## src/rtl/rf_pkg.sv

```systemverilog
`timescale 1ns/1ps
package rf_pkg;
  // tag value meaning "no pending producer"
  localparam int unsigned TAG_READY = 0;
endpackage

```

## src/rtl/rf_entry.sv

```systemverilog
`timescale 1ns/1ps
module rf_entry #(
  parameter int unsigned DATA_W = 32,
  parameter int unsigned TAG_W  = 3
) (
  input  logic              clk_i,
  input  logic              rst_ni,
  input  logic              ren_hit_i,
  input  logic [TAG_W-1:0]  ren_tag_i,
  input  logic              bc_en_i,
  input  logic [TAG_W-1:0]  bc_tag_i,
  input  logic [DATA_W-1:0] bc_data_i,
  output logic [DATA_W-1:0] val_o,
  output logic [TAG_W-1:0]  tag_o
);
  import rf_pkg::*;

  logic [DATA_W-1:0] val_q;
  logic [TAG_W-1:0]  tag_q;
  logic              bc_match;

  assign bc_match = bc_en_i && (tag_q != TAG_W'(TAG_READY)) && (bc_tag_i == tag_q);

  always_ff @(posedge clk_i or negedge rst_ni) begin
    if (!rst_ni) begin
      val_q <= '0;
      tag_q <= TAG_W'(TAG_READY);
    end else begin
      if (bc_match) val_q <= bc_data_i;
      // rename wins over the clear
      if (ren_hit_i)     tag_q <= ren_tag_i;
      else if (bc_match) tag_q <= TAG_W'(TAG_READY);
    end
  end

  assign val_o = val_q;
  assign tag_o = tag_q;
endmodule

```

## src/rtl/rf_rdport.sv

```systemverilog
`timescale 1ns/1ps
module rf_rdport #(
  parameter int unsigned NUM_REGS = 4,
  parameter int unsigned DATA_W   = 32,
  parameter int unsigned TAG_W    = 3,
  localparam int unsigned IDX_W   = (NUM_REGS > 1) ? $clog2(NUM_REGS) : 1
) (
  input  logic [IDX_W-1:0]                 idx_i,
  input  logic [NUM_REGS-1:0][DATA_W-1:0]  reg_val_i,
  input  logic [NUM_REGS-1:0][TAG_W-1:0]   reg_tag_i,
  input  logic                             bc_en_i,
  input  logic [TAG_W-1:0]                 bc_tag_i,
  input  logic [DATA_W-1:0]                bc_data_i,
  output logic [DATA_W-1:0]                val_o,
  output logic [TAG_W-1:0]                 tag_o,
  output logic                             rdy_o
);
  import rf_pkg::*;

  logic [TAG_W-1:0]  sel_tag;
  logic [DATA_W-1:0] sel_val;
  logic              pend, byp;

  always_comb begin
    sel_tag = reg_tag_i[idx_i];
    sel_val = reg_val_i[idx_i];
    pend    = (sel_tag != TAG_W'(TAG_READY));
    byp     = pend && bc_en_i && (bc_tag_i == sel_tag);
    rdy_o   = !pend || byp;
    tag_o   = rdy_o ? TAG_W'(TAG_READY) : sel_tag;
    if (byp)       val_o = bc_data_i;
    else if (pend) val_o = '0;
    else           val_o = sel_val;
  end
endmodule

```

## src/rtl/tagged_regfile.sv

```systemverilog
`timescale 1ns/1ps
module tagged_regfile #(
  parameter int unsigned NUM_REGS = 4,
  parameter int unsigned DATA_W   = 32,
  parameter int unsigned TAG_W    = 3,
  localparam int unsigned IDX_W   = (NUM_REGS > 1) ? $clog2(NUM_REGS) : 1
) (
  input  logic              clk_i,
  input  logic              rst_ni,
  input  logic [IDX_W-1:0]  rd_a_idx_i,
  output logic [DATA_W-1:0] rd_a_val_o,
  output logic [TAG_W-1:0]  rd_a_tag_o,
  output logic              rd_a_rdy_o,
  input  logic [IDX_W-1:0]  rd_b_idx_i,
  output logic [DATA_W-1:0] rd_b_val_o,
  output logic [TAG_W-1:0]  rd_b_tag_o,
  output logic              rd_b_rdy_o,
  input  logic              ren_en_i,
  input  logic [IDX_W-1:0]  ren_idx_i,
  input  logic [TAG_W-1:0]  ren_tag_i,
  input  logic              bc_en_i,
  input  logic [TAG_W-1:0]  bc_tag_i,
  input  logic [DATA_W-1:0] bc_data_i
);
  import rf_pkg::*;

  localparam int unsigned NUM_RD = 2;

  logic [NUM_REGS-1:0][DATA_W-1:0] reg_val;
  logic [NUM_REGS-1:0][TAG_W-1:0]  reg_tag;
  logic                            ren_ok;

  logic [NUM_RD-1:0][IDX_W-1:0]  rd_idx;
  logic [NUM_RD-1:0][DATA_W-1:0] rd_val;
  logic [NUM_RD-1:0][TAG_W-1:0]  rd_tag;
  logic [NUM_RD-1:0]             rd_rdy;

  // tag 0 is reserved, so such a rename is dropped
  assign ren_ok = ren_en_i && (ren_tag_i != TAG_W'(TAG_READY));

  for (genvar k = 0; k < NUM_REGS; k++) begin : g_ent
    rf_entry #(.DATA_W(DATA_W), .TAG_W(TAG_W)) u_ent (
      .clk_i     (clk_i),
      .rst_ni    (rst_ni),
      .ren_hit_i (ren_ok && (ren_idx_i == IDX_W'(k))),
      .ren_tag_i (ren_tag_i),
      .bc_en_i   (bc_en_i),
      .bc_tag_i  (bc_tag_i),
      .bc_data_i (bc_data_i),
      .val_o     (reg_val[k]),
      .tag_o     (reg_tag[k])
    );
  end

  assign rd_idx[0] = rd_a_idx_i;
  assign rd_idx[1] = rd_b_idx_i;

  for (genvar p = 0; p < NUM_RD; p++) begin : g_rd
    rf_rdport #(.NUM_REGS(NUM_REGS), .DATA_W(DATA_W), .TAG_W(TAG_W)) u_rd (
      .idx_i     (rd_idx[p]),
      .reg_val_i (reg_val),
      .reg_tag_i (reg_tag),
      .bc_en_i   (bc_en_i),
      .bc_tag_i  (bc_tag_i),
      .bc_data_i (bc_data_i),
      .val_o     (rd_val[p]),
      .tag_o     (rd_tag[p]),
      .rdy_o     (rd_rdy[p])
    );
  end

  assign rd_a_val_o = rd_val[0];
  assign rd_a_tag_o = rd_tag[0];
  assign rd_a_rdy_o = rd_rdy[0];
  assign rd_b_val_o = rd_val[1];
  assign rd_b_tag_o = rd_tag[1];
  assign rd_b_rdy_o = rd_rdy[1];
endmodule

```

## config.mk

```make
export PLATFORM = sky130hd
export DESIGN_NAME = tagged_regfile
export DESIGN_NICKNAME = d
export VERILOG_FILES = /design/src/rtl/rf_pkg.sv /design/src/rtl/rf_entry.sv /design/src/rtl/rf_rdport.sv /design/src/rtl/tagged_regfile.sv
export SDC_FILE = /design/constraint.sdc
export NUM_CORES = 1
export LEC_CHECK = 0
export BUFFER_PORTS_ARGS = -buffer_cell sky130_fd_sc_hd__buf_2
export CELL_PAD_IN_SITES_DETAIL_PLACEMENT = 1
export CELL_PAD_IN_SITES_GLOBAL_PLACEMENT = 1
export CORE_MARGIN = 5
export CORE_UTILIZATION = 48
export DETAILED_ROUTE_END_ITERATION = 6
export GPL_TIMING_DRIVEN = 0
export PLACE_DENSITY_LB_ADDON = 0.1
export SETUP_SLACK_MARGIN = 0.05
export SYNTH_ARGS = -nofsm -noshare
export SYNTH_HDL_FRONTEND = slang
export SYNTH_SLANG_ARGS = --single-unit
```

## constraint.sdc

```tcl
create_clock -name clk_i -period 2.9 [get_ports clk_i]
set_input_delay 0.29 -clock clk_i [delete_from_list [all_inputs] [get_ports clk_i]]
set_output_delay 0.29 -clock clk_i [all_outputs]
set_load 0.02 [all_outputs]
```

==> summary.md, run 1 <==
| Metric | Value |
|---|---|
| Slowest stage delay, CP | 0.54 ns |
| Arr. time, crit path | 2.59 ns |
| Post-synthesis sequential area ratio | 0.4383 |
| Design Area, Final | 9753 um^2 |
| Syn-to-layout area delta | 22.03% |
| GR Overflow Total | 0 |
| Tmin final | 2.882 ns |
| # DRC | 0 |
| Crit Path Max Fanout | 10 |
| Crit path capture type | output pin |
| Worst Hold Class | in2reg |
| CP cell instances | mux4_2, xnor2_2, o211a_1, and3_4, buf_8, buf_12, a22o_1, buf_2 |
| Status | completed |
| Routability Congestion | 0.7917 |
| Mapped cell area | about 8000 um^2 |
| WL/cell | roughly 24 um |
| Initial antenna violation count | 0 |
| R2R Setup Slk | 0.70 ns |
| Dominant cells by area after synthesis | dfrtp_1 (44%), mux4_2 (19%), mux2_2 (18%) |
| Unrepaired setup endpoints after global routing | yes |
| FF+latch count, synth | 140 |
| Ys Warns | 0 |
| Post-synth EDFFs | 0 |
| Syn Nets | 593 |
| Peak supply drop | between 0.5 and 0.6 mV |
| Effective utilization at floorplan | 0.4854 |
| Area leader, netlist | dfrtp_1 |
| Num CTS Buffers | 17 |
| Clock network power share | 0.211 |
| ANT nets after route | 0 |
| Non-Filler Instances | 923 |
| Largest net degree at the start of global routing | slightly below 80 |
| Fillers | 1602 |
| Worst Setup SP | g_ent[3].u_ent.tag_o[2] |
| Net Sw Frac | 0.3551 |
| Area of placed instances | 8872 um^2 |
| Period utilization | 0.9938 |
| CTS tree | done |
| Final setup fails | 0 |
| Setup WS post-layout | 0.01808 ns |
| Reg power frac | 0.362 |
| Clock Pin Slew Worst Setup and Hold Paths | roughly 0.07 ns |
| Inserted Diodes | 0 |
| Chip Width | 139.0 um |
| CTS Root Cell | clkbuf_16 |
| Row Count | 47 |
| Dpl ws | between 0.07 and 0.08 ns |
| Total clock sinks | 140 |
| H-Tree Level Count | 4 |
| Dpl cells | 880 |
| Gr usage total | 0.2395 |
| DR vias/cell | 6.121 |
| Crit path required time | roughly 2.6 ns |
| Power Dens Cells | between 1000 and 1500 nW/um^2 |
| Max frequency | between 300 and 400 MHz |
| Final Hold Vio Count | 0 |
| RR Startpoint | g_ent[1].u_ent.tag_o[1] |
| CP max-delay cell | mux4_2 |
| Drt first pass iters | 4 |
| Die height | around 140 um |
| MaxCap Viol Count | 0 |
| Count leader, synth | dfrtp_1 |
| Core footprint | 16470 um^2 |
| Comb power frac | 0.426 |
| P_int | 6493 uW |
| Vias | 5650 |
| IO Port Bufs | 114 |
| I/O pin total | 120 |
| Clock buffer depth | 2 |
| Share of cells above drive strength 1 | 0.5804 |
| Die area | 19330 um^2 |
| Worst path buffer plus inverter count | 3 |
| Leak | around 0.0043 uW |
| R2R cell count | 6 |
| Critical path type | reg2out |
| DRT iter0 DRCs | 300 |
| Ys async rst share | 1.000 |
| Crit path capture | rd_a_val_o[30] |
| Unique masters post-synth | 39 |
| Setup Skew | between 0.008 and 0.009 ns |
| Final WL | between 20000 and 25000 um |
| Family with the most delay on the worst path | multiplexers |
| Layout Nets | 738 |
| Vias in the first global route | between 6000 and 7000 |
| Post-synthesis cell count | 545 |
| Rel. slew slack | 0.3601 |
| Avg Cell Area, Syn | 14.67 um^2 |
| Critical hold path startpoint | bc_data_i[24] |
| Synth Flop Type | dfrtp_1 |
| Slew Viols, Final | 0 |
| Post-synth top cells | dfrtp_1 (140), mux2_2 (130), a22o_1 (76) |
| WP depth | 8 |
| First-pass GRT wire length | 36310 um |
| Slew of the pin with the lowest slew margin | 0.9598 ns |
| CP startpoint kind | flop |
| Worst r2r dst | g_ent[1].u_ent.val_o[8] |
| Clock Latency Late Sink | roughly 0.42 ns |
| Hpwl dp | between 10000 and 15000 um |
| Post-synth top area share | 0.4383 |
| Sw Pwr | 3576 uW |
-- worst register-to-register path: cells and delay by family (launching register included) --
kind / cells / cell delay [ns]
compound gates: 2 / 0.33
xor+xnor: 1 / 0.16
buf+inv: 2 / 0.76
flops: 1 / 0.44
mux: 1 / 0.39
-- sequential cells by signal, summed over array words and instances, names as in the netlist --
| signal | count |
|---|---|
| g_ent.u_ent.tag_o | 12 |
| g_ent.u_ent.val_o | 128 |
-- worst min path at each step --
stage | end | slack [ns] | depth (start not counted)
2_1_floorplan | g_ent[0].u_ent.tag_o[0] | -0.006 | 0
3_3_place_gp | g_ent[2].u_ent.val_o[30] | 0.50 | 1
3_5_place_dp | g_ent[0].u_ent.tag_o[2] | 0.38 | 1
4_1_cts | g_ent[2].u_ent.val_o[24] | 0.15 | 2
5_1_grt | g_ent[0].u_ent.val_o[27] | 0.17 | 2
6_report | g_ent[2].u_ent.val_o[24] | 0.17 | 2
-- timing repair --
item                                    4_1_cts  5_1_grt
hold buffers                                  1        0
pin swaps                                     4        7
gates resized for setup                      27       37
hold endpoints to repair                     76        0
endpoints found under the setup margin       62       59
setup buffers                                 9        3
-- cell usage in the layout, fill, tap and decap left out, types with 3 or more instances in the layout --
cell       synthesis  layout
clkbuf_1          21      16
mux2i_4            1       3
buf_8              0       3
nand3b_1           3       3
clkbuf_16          0      17
nor2_1            16      16
a22o_1            76      74
buf_2             18     109
mux4_2            68      68
xnor2_1            6       5
mux2i_1            6       3
buf_12             0       5
inv_8              0       3
xor2_1             4       4
mux2_2           130     130
buf_4              4      33
buf_6              8       6
clkbuf_4           0       3
inv_1              9       9
clkinv_4           0       4
o2111a_1           4       4
inv_6              0       4
a21oi_1            5       5
dfrtp_1          140     133
dfrtp_2            0       7
-- per-layer routing --
layer  wire length [um]  vias to the layer above  share of wire  global-route usage
met3                983                       32          0.044             0.04414
met5                  0                        -              0                   0
met4                430                        0          0.019             0.07003
met2              11670                      158           0.52              0.4186
met1               9476                     2995           0.42              0.3060
li1                   -                     2465              -                   -
-- metrics by stage --
stage	hold slack, ns	util	TNS [ns]	power (uW)
2_1_floorplan	-0.005591	-	0	6432
3_3_place_gp	0.5018	0.5368	-57.37	7419
3_5_place_dp	0.3790	0.5388	0	7676
4_1_cts	0.1468	0.5824	0	9994
5_1_grt	0.1656	0.5923	-1.110	10610
6_report	0.1737	0.5923	0	10070
-- area by class of cell --
| cell class | instances | area (um^2) | share of cell area |
|---|---|---|---|
| buffer | 51 | 366.6 | 0.03759 |
| clock buffer | 17 | 425.4 | 0.04362 |
| clock inverter | 15 | 153.9 | 0.01578 |
| inverter | 9 | 33.78 | 0.003464 |
| multi-input combinational | 343 | 4219 | 0.4326 |
| sequential | 140 | 3512 | 0.3601 |
| tap | 220 | 275.3 | 0.02822 |
| timing repair buffer | 128 | 767.0 | 0.07864 |
-- cell families (layout without fill, tap and decap cells) --
kind of cell	count (synthesis)	count (layout)	share of synthesized area
xor gates and xnor gates	10	10	0.01096
DFF	140	140	0.4383
AOI/OAI and AO/OA	93	93	0.1002
muxes	205	205	0.3851
and+or+nand+nor	35	35	0.02411
buffers and inverters	62	220	0.04133
-- power groups by stage --
stage / combinational (uW) / clock (uW) / sequential (uW)
finish: 4290 / 2130 / 3650
global route: 4580 / 2260 / 3770
CTS: 4190 / 2170 / 3630
detailed placement: 4050 / 0 / 3630
global placement: 3930 / 0 / 3490
floorplan: 3070 / 0 / 3360
No activity file was read; power rests on OpenSTA's default activity.
==> inputs of run 2 (changes only) <==
--- a/config.mk
+++ b/config.mk
@@ -9,10 +9,12 @@
 export CELL_PAD_IN_SITES_DETAIL_PLACEMENT = 1
 export CELL_PAD_IN_SITES_GLOBAL_PLACEMENT = 1
 export CORE_MARGIN = 5
-export CORE_UTILIZATION = 48
+export CORE_UTILIZATION = 25
 export DETAILED_ROUTE_END_ITERATION = 6
 export GPL_TIMING_DRIVEN = 0
+export HOLD_SLACK_MARGIN = 0.15
 export PLACE_DENSITY_LB_ADDON = 0.1
+export RECOVER_POWER = 25
 export SETUP_SLACK_MARGIN = 0.05
 export SYNTH_ARGS = -nofsm -noshare
 export SYNTH_HDL_FRONTEND = slang
==> summary.md, run 2 (synthesis gave the netlist of run 1 again) <==
| Metric | Value |
|---|---|
| Status | finished, violations left (was completed) |
| Failing checks | capacitance limit, slew limit |
| WL/cell | 24.12 um (was 24.45 um) |
| Vias | 5600 (was 5650) |
| Final core utilization | 0.3347 (was 0.5923) |
| Design Area, Final | 10560 um^2 (was 9753 um^2) |
| Hpwl dp | 17800 um (was 14780 um) |
| Vias in the first global route | 6592 (was 6453) |
| Die height | 188.8 um (was 139.0 um) |
| Worst Hold Class | in2reg (unchanged) |
| Worst Hold End | g_ent[2].u_ent.val_o[5] (was g_ent[2].u_ent.val_o[24]) |
| Num CTS Buffers | 17 (unchanged) |
| CP max-delay cell | mux4_2 (unchanged) |
| Setup TNS | 0 ns (unchanged) |
| Max reg flops | 128 (unchanged) |
| Hold path cells | 2 (unchanged) |
| Unrepaired setup endpoints after global routing | yes (unchanged) |
| Worst r2r dst | g_ent[2].u_ent.val_o[23] (was g_ent[1].u_ent.val_o[8]) |
| Slew of the pin with the lowest slew margin | 1.892 ns (was 0.9598 ns) |
| Tmin final | 2.861 ns (was 2.882 ns) |
| CTS tree | done (unchanged) |
| MaxCap Viol Count | 1 (was 0) |
| I/O pin total | 120 (unchanged) |
| Initial antenna violation count | 2 (was 0) |
| Final WL | 26820 um (was 22560 um) |
| Crit path required time | 2.61 ns (about the same) |
| # DRC | 0 (unchanged) |
| Routability Congestion | 0.7555 (was 0.7917) |
| Final Hold Vio Count | 0 (unchanged) |
| FF/Latch Area | 3513 um^2 (was 3512 um^2) |
| RR Startpoint | g_ent[2].u_ent.tag_o[2] (was g_ent[1].u_ent.tag_o[1]) |
| Crit Path Max Fanout | 10 (unchanged) |
| GR Overflow Total | 0 (unchanged) |
| Slowest stage delay, CP | 0.52 ns (was 0.54 ns) |
| Effective utilization at floorplan | 0.2533 (was 0.4854) |
| Layout Nets | 745 (was 738) |
| Row Count | 65 (was 47) |
| CTS Root Cell | clkbuf_16 (unchanged) |
| Total clock sinks | 140 (unchanged) |
| Leak | 0.004468 uW (was 0.004273 uW) |
| Crit path capture type | output pin (unchanged) |
| Multi-input combinational cell area | 4363 um^2 (was 4219 um^2) |
| Clock Latency Late Sink | 0.42 ns (about the same) |
| Setup Skew | 0.01344 ns (was 0.008297 ns) |
| First-pass GRT wire length | 41250 um (was 36310 um) |
| Fillers | 3346 (was 1602) |
| R2R cell count | 7 (was 6) |
| Peak supply drop | 0.4051 mV (was 0.5289 mV) |
| Inserted Diodes | 0 (unchanged) |
| Clock buffer depth | 2 (unchanged) |
| Drt first pass iters | 6 (was 4) |
| DRT iter0 DRCs | 192 (was 300) |
| R2R Setup Slk | 0.61 ns (was 0.70 ns) |
| Critical hold path startpoint | bc_data_i[5] (was bc_data_i[24]) |
| Rel. slew slack | -0.2612 (was 0.3601) |
| Family with the most delay on the worst path | multiplexers (unchanged) |
| Die area | 35650 um^2 (was 19330 um^2) |
| Gr usage total | 0.1523 (was 0.2395) |
| H-Tree Level Count | 4 (unchanged) |
| IO Port Bufs | 114 (unchanged) |
| Core footprint | 31560 um^2 (was 16470 um^2) |
| Chip Width | 188.8 um (was 139.0 um) |
| Most frequent CP cell | buf_12 |
| Critical path type | reg2out (unchanged) |
| CP startpoint kind | flop (unchanged) |
| Share of cells above drive strength 1 | 0.6113 (was 0.5804) |
| Final setup fails | 0 (unchanged) |
| ANT nets after route | 0 (unchanged) |
| Largest net degree at the start of global routing | 72 (was 78) |
| Syn-to-layout area delta | 32.15% (was 22.03%) |
| Slew Viols, Final | 72 (was 0) |
| Worst path buffer plus inverter count | 3 (unchanged) |
| Period utilization | 0.9867 (was 0.9938) |
| Max frequency | 349.5 MHz (was 347.0 MHz) |
| Commonest non-fill, non-tap cell in the layout | dfrtp_1 (unchanged) |
| Clock Pin Slew Worst Setup and Hold Paths | 0.07 ns (about the same) |
| Commonest cells after routing, fill and taps aside | dfrtp_1 (132), mux2_2 (130), buf_2 (69) (was dfrtp_1 (133), mux2_2 (130), buf_2 (109)) |
| CP cell instances | mux4_2, xnor2_1, o211a_1, and3_4, buf_12, buf_12, a22o_1, buf_6 (was mux4_2, xnor2_2, o211a_1, and3_4, buf_8, buf_12, a22o_1, buf_2) |
| Power Dens Cells | 1021 nW/um^2 (was 1032 nW/um^2) |
| DR vias/cell | 5.036 (was 6.121) |
| Area of placed instances | 9100 um^2 (was 8872 um^2) |
| Arr. time, crit path | 2.57 ns (was 2.59 ns) |
## run 2: cell count changes in the layout (fill, tap and decap cells not counted), sizes merged
cell | before | now
buf | 159 | 163
clkbuf | 36 | 39
clkdlybuf4s15 | 0 | 2
inv | 16 | 14
bufinv | 1 | 2
clkinv | 5 | 4
## run 2: layout make-up
class / count / area share
tap: 402 / 0.04762
inverter: 9 / 0.003198
buffer: 51 / 0.03743
clock inverter: 13 / 0.01481
timing repair buffer: 135 / 0.1093
multi-input combinational: 343 / 0.4131
sequential: 140 / 0.3326
clock buffer: 19 / 0.04193
## run 2: per-stage QoR
stage / setup WS [ns] / hold WS [ns] / std cells / power (uW)
final: 0.03865 / 0.1744 / 1112 / 10790
after global routing: -0.03069 / 0.1576 / 1112 / 11430
after CTS: -0.01079 / 0.1514 / 1108 / 10690
after detailed placement: -0.1302 / 0.3661 / 1062 / 7829
after global placement: -0.5987 / 0.5000 / 1061 / 7595
after floorplan: 0.6368 / -0.005591 / 545 / 6432
## run 2: per-layer routing
layer,vias to the layer above,part of all wire,track usage
li1,2477,-,-
met1,2998,0.43,0.1888
met2,101,0.52,0.2717
met3,20,0.036,0.03464
met4,4,0.0090,0.03335
met5,-,0.0012,0
## run 2: repair_timing
action,4_1_cts,5_1_grt
endpoints found under the hold margin,70,0
endpoints found under the setup margin,66,64
buffers inserted,14,2
pin swaps,19,19
resized for setup,129,61
hold buffers,1,0
cloned,1,2
## run 2: worst max path at each step
stage,end,start,cells past startpoint
2_1_floorplan,rd_a_val_o[10],rd_a_idx_i[0],8
3_3_place_gp,g_ent[2].u_ent.val_o[20],rst_ni,1
3_5_place_dp,rd_b_val_o[19],rd_b_idx_i[1],8
4_1_cts,rd_b_val_o[19],g_ent[2].u_ent.tag_o[2],9
5_1_grt,rd_a_val_o[17],g_ent[2].u_ent.tag_o[2],8
6_report,rd_a_val_o[13],g_ent[2].u_ent.tag_o[2],8
## run 2: where the power goes
| part | internal [uW] | total (uW) | switching, uW | leakage [uW] |
|---|---|---|---|---|
| logic | 2840 | 4930 | 2080 | 0.00250 |
| clock network | 1310 | 2250 | 932 | 0.000287 |
| registers | 2900 | 3610 | 709 | 0.00168 |
| total | 7060 | 10800 | 3730 | 0.00447 |
==> inputs of run 3 (changes only) <==
--- a/config.mk
+++ b/config.mk
@@ -18,4 +18,5 @@
 export SETUP_SLACK_MARGIN = 0.05
 export SYNTH_ARGS = -nofsm -noshare
 export SYNTH_HDL_FRONTEND = slang
+export SYNTH_HIERARCHICAL = 1
 export SYNTH_SLANG_ARGS = --single-unit
==> summary.md, run 3 <==
| Metric | Value |
|---|---|
| Layout Nets | 856 (was 745) |
| Total design power | 11920 uW (was 10790 uW) |
| Ys Warns | 6 (was 0) |
| Routability Congestion | 0.7304 (was 0.7555) |
| Vias | 6242 (was 5600) |
| FF/Latch Area | 3518 um^2 (was 3513 um^2) |
| Chip Width | 202.0 um (was 188.8 um) |
| Syn-to-layout area delta | 35.26% (was 32.15%) |
| WL/cell | 24.39 um (was 24.12 um) |
| Die height | 202.0 um (was 188.8 um) |
| Rel. slew slack | -0.2504 (was -0.2612) |
| Failing checks | capacitance limit, slew limit (unchanged) |
| Row Count | 70 (was 65) |
| # DRC | 0 (unchanged) |
| Gr usage total | 0.1512 (was 0.1523) |
| Synth Flop Type | dfrtp_1 (unchanged) |
| Leak | 0.005121 uW (was 0.004468 uW) |
| Avg Cell Area, Syn | 14.35 um^2 (was 14.67 um^2) |
| Setup Skew | 0.01517 ns (was 0.01344 ns) |
| RR Startpoint | g_ent[1].u_ent/tag_o[0] (was g_ent[2].u_ent.tag_o[2]) |
| Count leader, synth | dfrtp_1 (unchanged) |
| DRT iter0 DRCs | 250 (was 192) |
| Share of cells above drive strength 1 | 0.6248 (was 0.6113) |
| Crit path required time | 2.61 ns (about the same) |
| Total clock sinks | 140 (unchanged) |
| Post-synthesis cell count | 642 (was 545) |
| Effective utilization at floorplan | 0.2522 (was 0.2533) |
| CTS tree | done (unchanged) |
| Commonest non-fill, non-tap cell in the layout | dfrtp_1 (unchanged) |
| Crit Path Max Fanout | 7 (was 10) |
| R2R Setup Slk | 0.78 ns (was 0.61 ns) |
| CP startpoint kind | flop (unchanged) |
| Initial antenna violation count | 2 (unchanged) |
| Area leader, netlist | dfrtp_1 (unchanged) |
| H-Tree Level Count | 4 (unchanged) |
| CTS Root Cell | clkbuf_16 (unchanged) |
| Period utilization | 0.9727 (was 0.9867) |
| Num CTS Buffers | 17 (unchanged) |
| Slew Viols, Final | 70 (was 72) |
| Core footprint | 36520 um^2 (was 31560 um^2) |
| Power Dens Cells | 956.2 nW/um^2 (was 1021 nW/um^2) |
| Final WL | 31460 um (was 26820 um) |
| Worst r2r dst | g_ent[1].u_ent/val_o[2] (was g_ent[2].u_ent.val_o[23]) |
| Post-synth EDFFs | 0 (unchanged) |
| Critical path type | reg2out (unchanged) |
| Final setup fails | 0 (unchanged) |
| First-pass GRT wire length | 46840 um (was 41250 um) |
| Post-synthesis sequential area ratio | 0.3803 (was 0.4383) |
| Clock Latency Late Sink | 0.43 ns (was 0.42 ns) |
| Commonest cells after routing, fill and taps aside | dfrtp_1 (128), mux2_4 (116), buf_6 (74) (was dfrtp_1 (132), mux2_2 (130), buf_2 (69)) |
| Fillers | 3778 (was 3346) |
| Unique masters post-synth | 38 (was 39) |
| Final core utilization | 0.3412 (was 0.3347) |
| Mapped cell area | 9213 um^2 (was 7993 um^2) |
| Dominant cells by area after synthesis | dfrtp_1 (38%), mux2_4 (19%), mux4_2 (16%) (was dfrtp_1 (44%), mux4_2 (19%), mux2_2 (18%)) |
| Post-synth top area share | 0.3803 (was 0.4383) |
| R2R cell count | 6 (was 7) |
| Tmin final | 2.821 ns (was 2.861 ns) |
| Crit path capture type | output pin (unchanged) |
| GR Overflow Total | 0 (unchanged) |
| Syn Nets | 690 (was 593) |
| Worst Setup SP | g_ent[1].u_ent/tag_o[2] (was g_ent[2].u_ent.tag_o[2]) |
| ANT nets after route | 0 (unchanged) |
| Vias in the first global route | 7201 (was 6592) |
| FF+latch count, synth | 140 (unchanged) |
| IO Port Bufs | 115 (was 114) |
| Final Hold Vio Count | 0 (unchanged) |
| Slew of the pin with the lowest slew margin | 1.876 ns (was 1.892 ns) |
| Die area | 40790 um^2 (was 35650 um^2) |
| DR vias/cell | 4.839 (was 5.036) |
| Clock Pin Slew Worst Setup and Hold Paths | 0.07 ns (about the same) |
| Clock buffer depth | 2 (unchanged) |
| Arr. time, crit path | 2.53 ns (was 2.57 ns) |
| Hpwl dp | 20600 um (was 17800 um) |
| Ys async rst share | 1.000 (unchanged) |
| I/O pin total | 120 (unchanged) |
| Max frequency | 354.5 MHz (was 349.5 MHz) |
| Max reg flops | 128 (unchanged) |
| Peak supply drop | 0.4649 mV (was 0.4051 mV) |
| Multi-input combinational cell area | 5804 um^2 (was 4363 um^2) |
| MaxCap Viol Count | 1 (unchanged) |
| Crit path capture | rd_a_val_o[26] (was rd_a_val_o[13]) |
| Unrepaired setup endpoints after global routing | yes (unchanged) |
| Worst Hold Class | in2reg (unchanged) |
| Drt first pass iters | 4 (was 6) |
| Status | finished, violations left (unchanged) |
| Largest net degree at the start of global routing | 73 (was 72) |
| Post-synth top cells | dfrtp_1 (140), mux2_4 (116), inv_1 (68) (was dfrtp_1 (140), mux2_2 (130), a22o_1 (76)) |
-- run 3: power by group --
part / internal, uW / switching, uW
Clock: 1360 / 924
Sequential: 2890 / 785
Combinational: 3350 / 2600
Total: 7600 / 4310
-- run 3: how the worst min path moves through the flow --
stage                              from                  endpoint  cells after the start
2_1_floorplan                    rst_ni   g_ent[0].u_ent/tag_o[0]                      0
3_3_place_gp   g_ent[3].u_ent/val_o[25]  g_ent[3].u_ent/val_o[25]                      1
3_5_place_dp                     rst_ni   g_ent[0].u_ent/val_o[5]                      1
4_1_cts                   bc_data_i[12]  g_ent[0].u_ent/val_o[12]                      2
5_1_grt                    ren_tag_i[0]   g_ent[0].u_ent/tag_o[0]                      3
6_report                   ren_tag_i[0]   g_ent[1].u_ent/tag_o[0]                      3
-- run 3: final cells by class --
| type | instances | share of cell area |
|---|---|---|
| diodes | 1 | 0.0002008 |
| plain buffers | 42 | 0.03364 |
| clock buffers | 20 | 0.03504 |
| clock inverters | 12 | 0.01315 |
| inverters | 68 | 0.02048 |
| multi-input cells | 390 | 0.4658 |
| flip-flops and latches | 140 | 0.2824 |
| well taps | 468 | 0.04699 |
| repair buffers | 149 | 0.1023 |
-- run 3: cell families (layout without fill, tap and decap cells) --
| logic type | count (synthesis) | in the layout | synth area share |
|---|---|---|---|
| AOI/OAI and AO/OA | 101 | 101 | 0.1126 |
| xor gates and xnor gates | 12 | 12 | 0.01467 |
| buffers and inverters | 112 | 291 | 0.06601 |
| DFF | 140 | 140 | 0.3803 |
| muxes | 214 | 214 | 0.3871 |
| other | 0 | 1 | 0 |
| and+or+nand+nor | 63 | 63 | 0.03939 |
-- run 3: timing repair --
action / 4_1_cts / 5_1_grt
gates cloned: 0 / 3
hold buffers: 2 / 0
pin swaps: 4 / 4
resized for setup: 108 / 140
setup buffers: 19 / 9
setup endpoints to repair: 68 / 65
hold endpoints to repair: 69 / 0
-- run 3: critical path, cell delays in order (launching register included) --
cell	delay, ns
dfrtp_2	0.48
mux2i_4	0.24
mux2i_4	0.12
or3_4	0.40
o211ai_4	0.21
buf_12	0.18
clkbuf_16	0.19
o2bb2ai_4	0.14
buf_6	0.14
-- run 3: per-stage QoR --
| stage | setup slack, ns | hold WS [ns] | area (um^2) | cells | setup TNS, ns |
|---|---|---|---|---|---|
| 6_report | 0.07915 | 0.1766 | 12460 | 1290 | 0 |
| 5_1_grt | -0.03900 | 0.1726 | 12460 | 1289 | -0.3247 |
| 4_1_cts | 0.02465 | 0.1518 | 11610 | 1277 | 0 |
| 3_5_place_dp | -0.07817 | 0.3710 | 10410 | 1226 | -0.1081 |
| 3_3_place_gp | -0.6566 | 0.5018 | 10370 | 1225 | -89.68 |
| 2_1_floorplan | 0.6679 | -0.005591 | 9213 | 642 | 0 |
-- run 3: layer usage --
layer | routed length, um | track usage | share of wire | vias up
li1 | - | - | - | 2748
met4 | 558 | 0.04834 | 0.018 | 2
met5 | 20 | 0 | 0.00064 | -
met1 | 13990 | 0.1917 | 0.44 | 3343
met3 | 1078 | 0.03096 | 0.034 | 29
met2 | 15810 | 0.2590 | 0.50 | 120
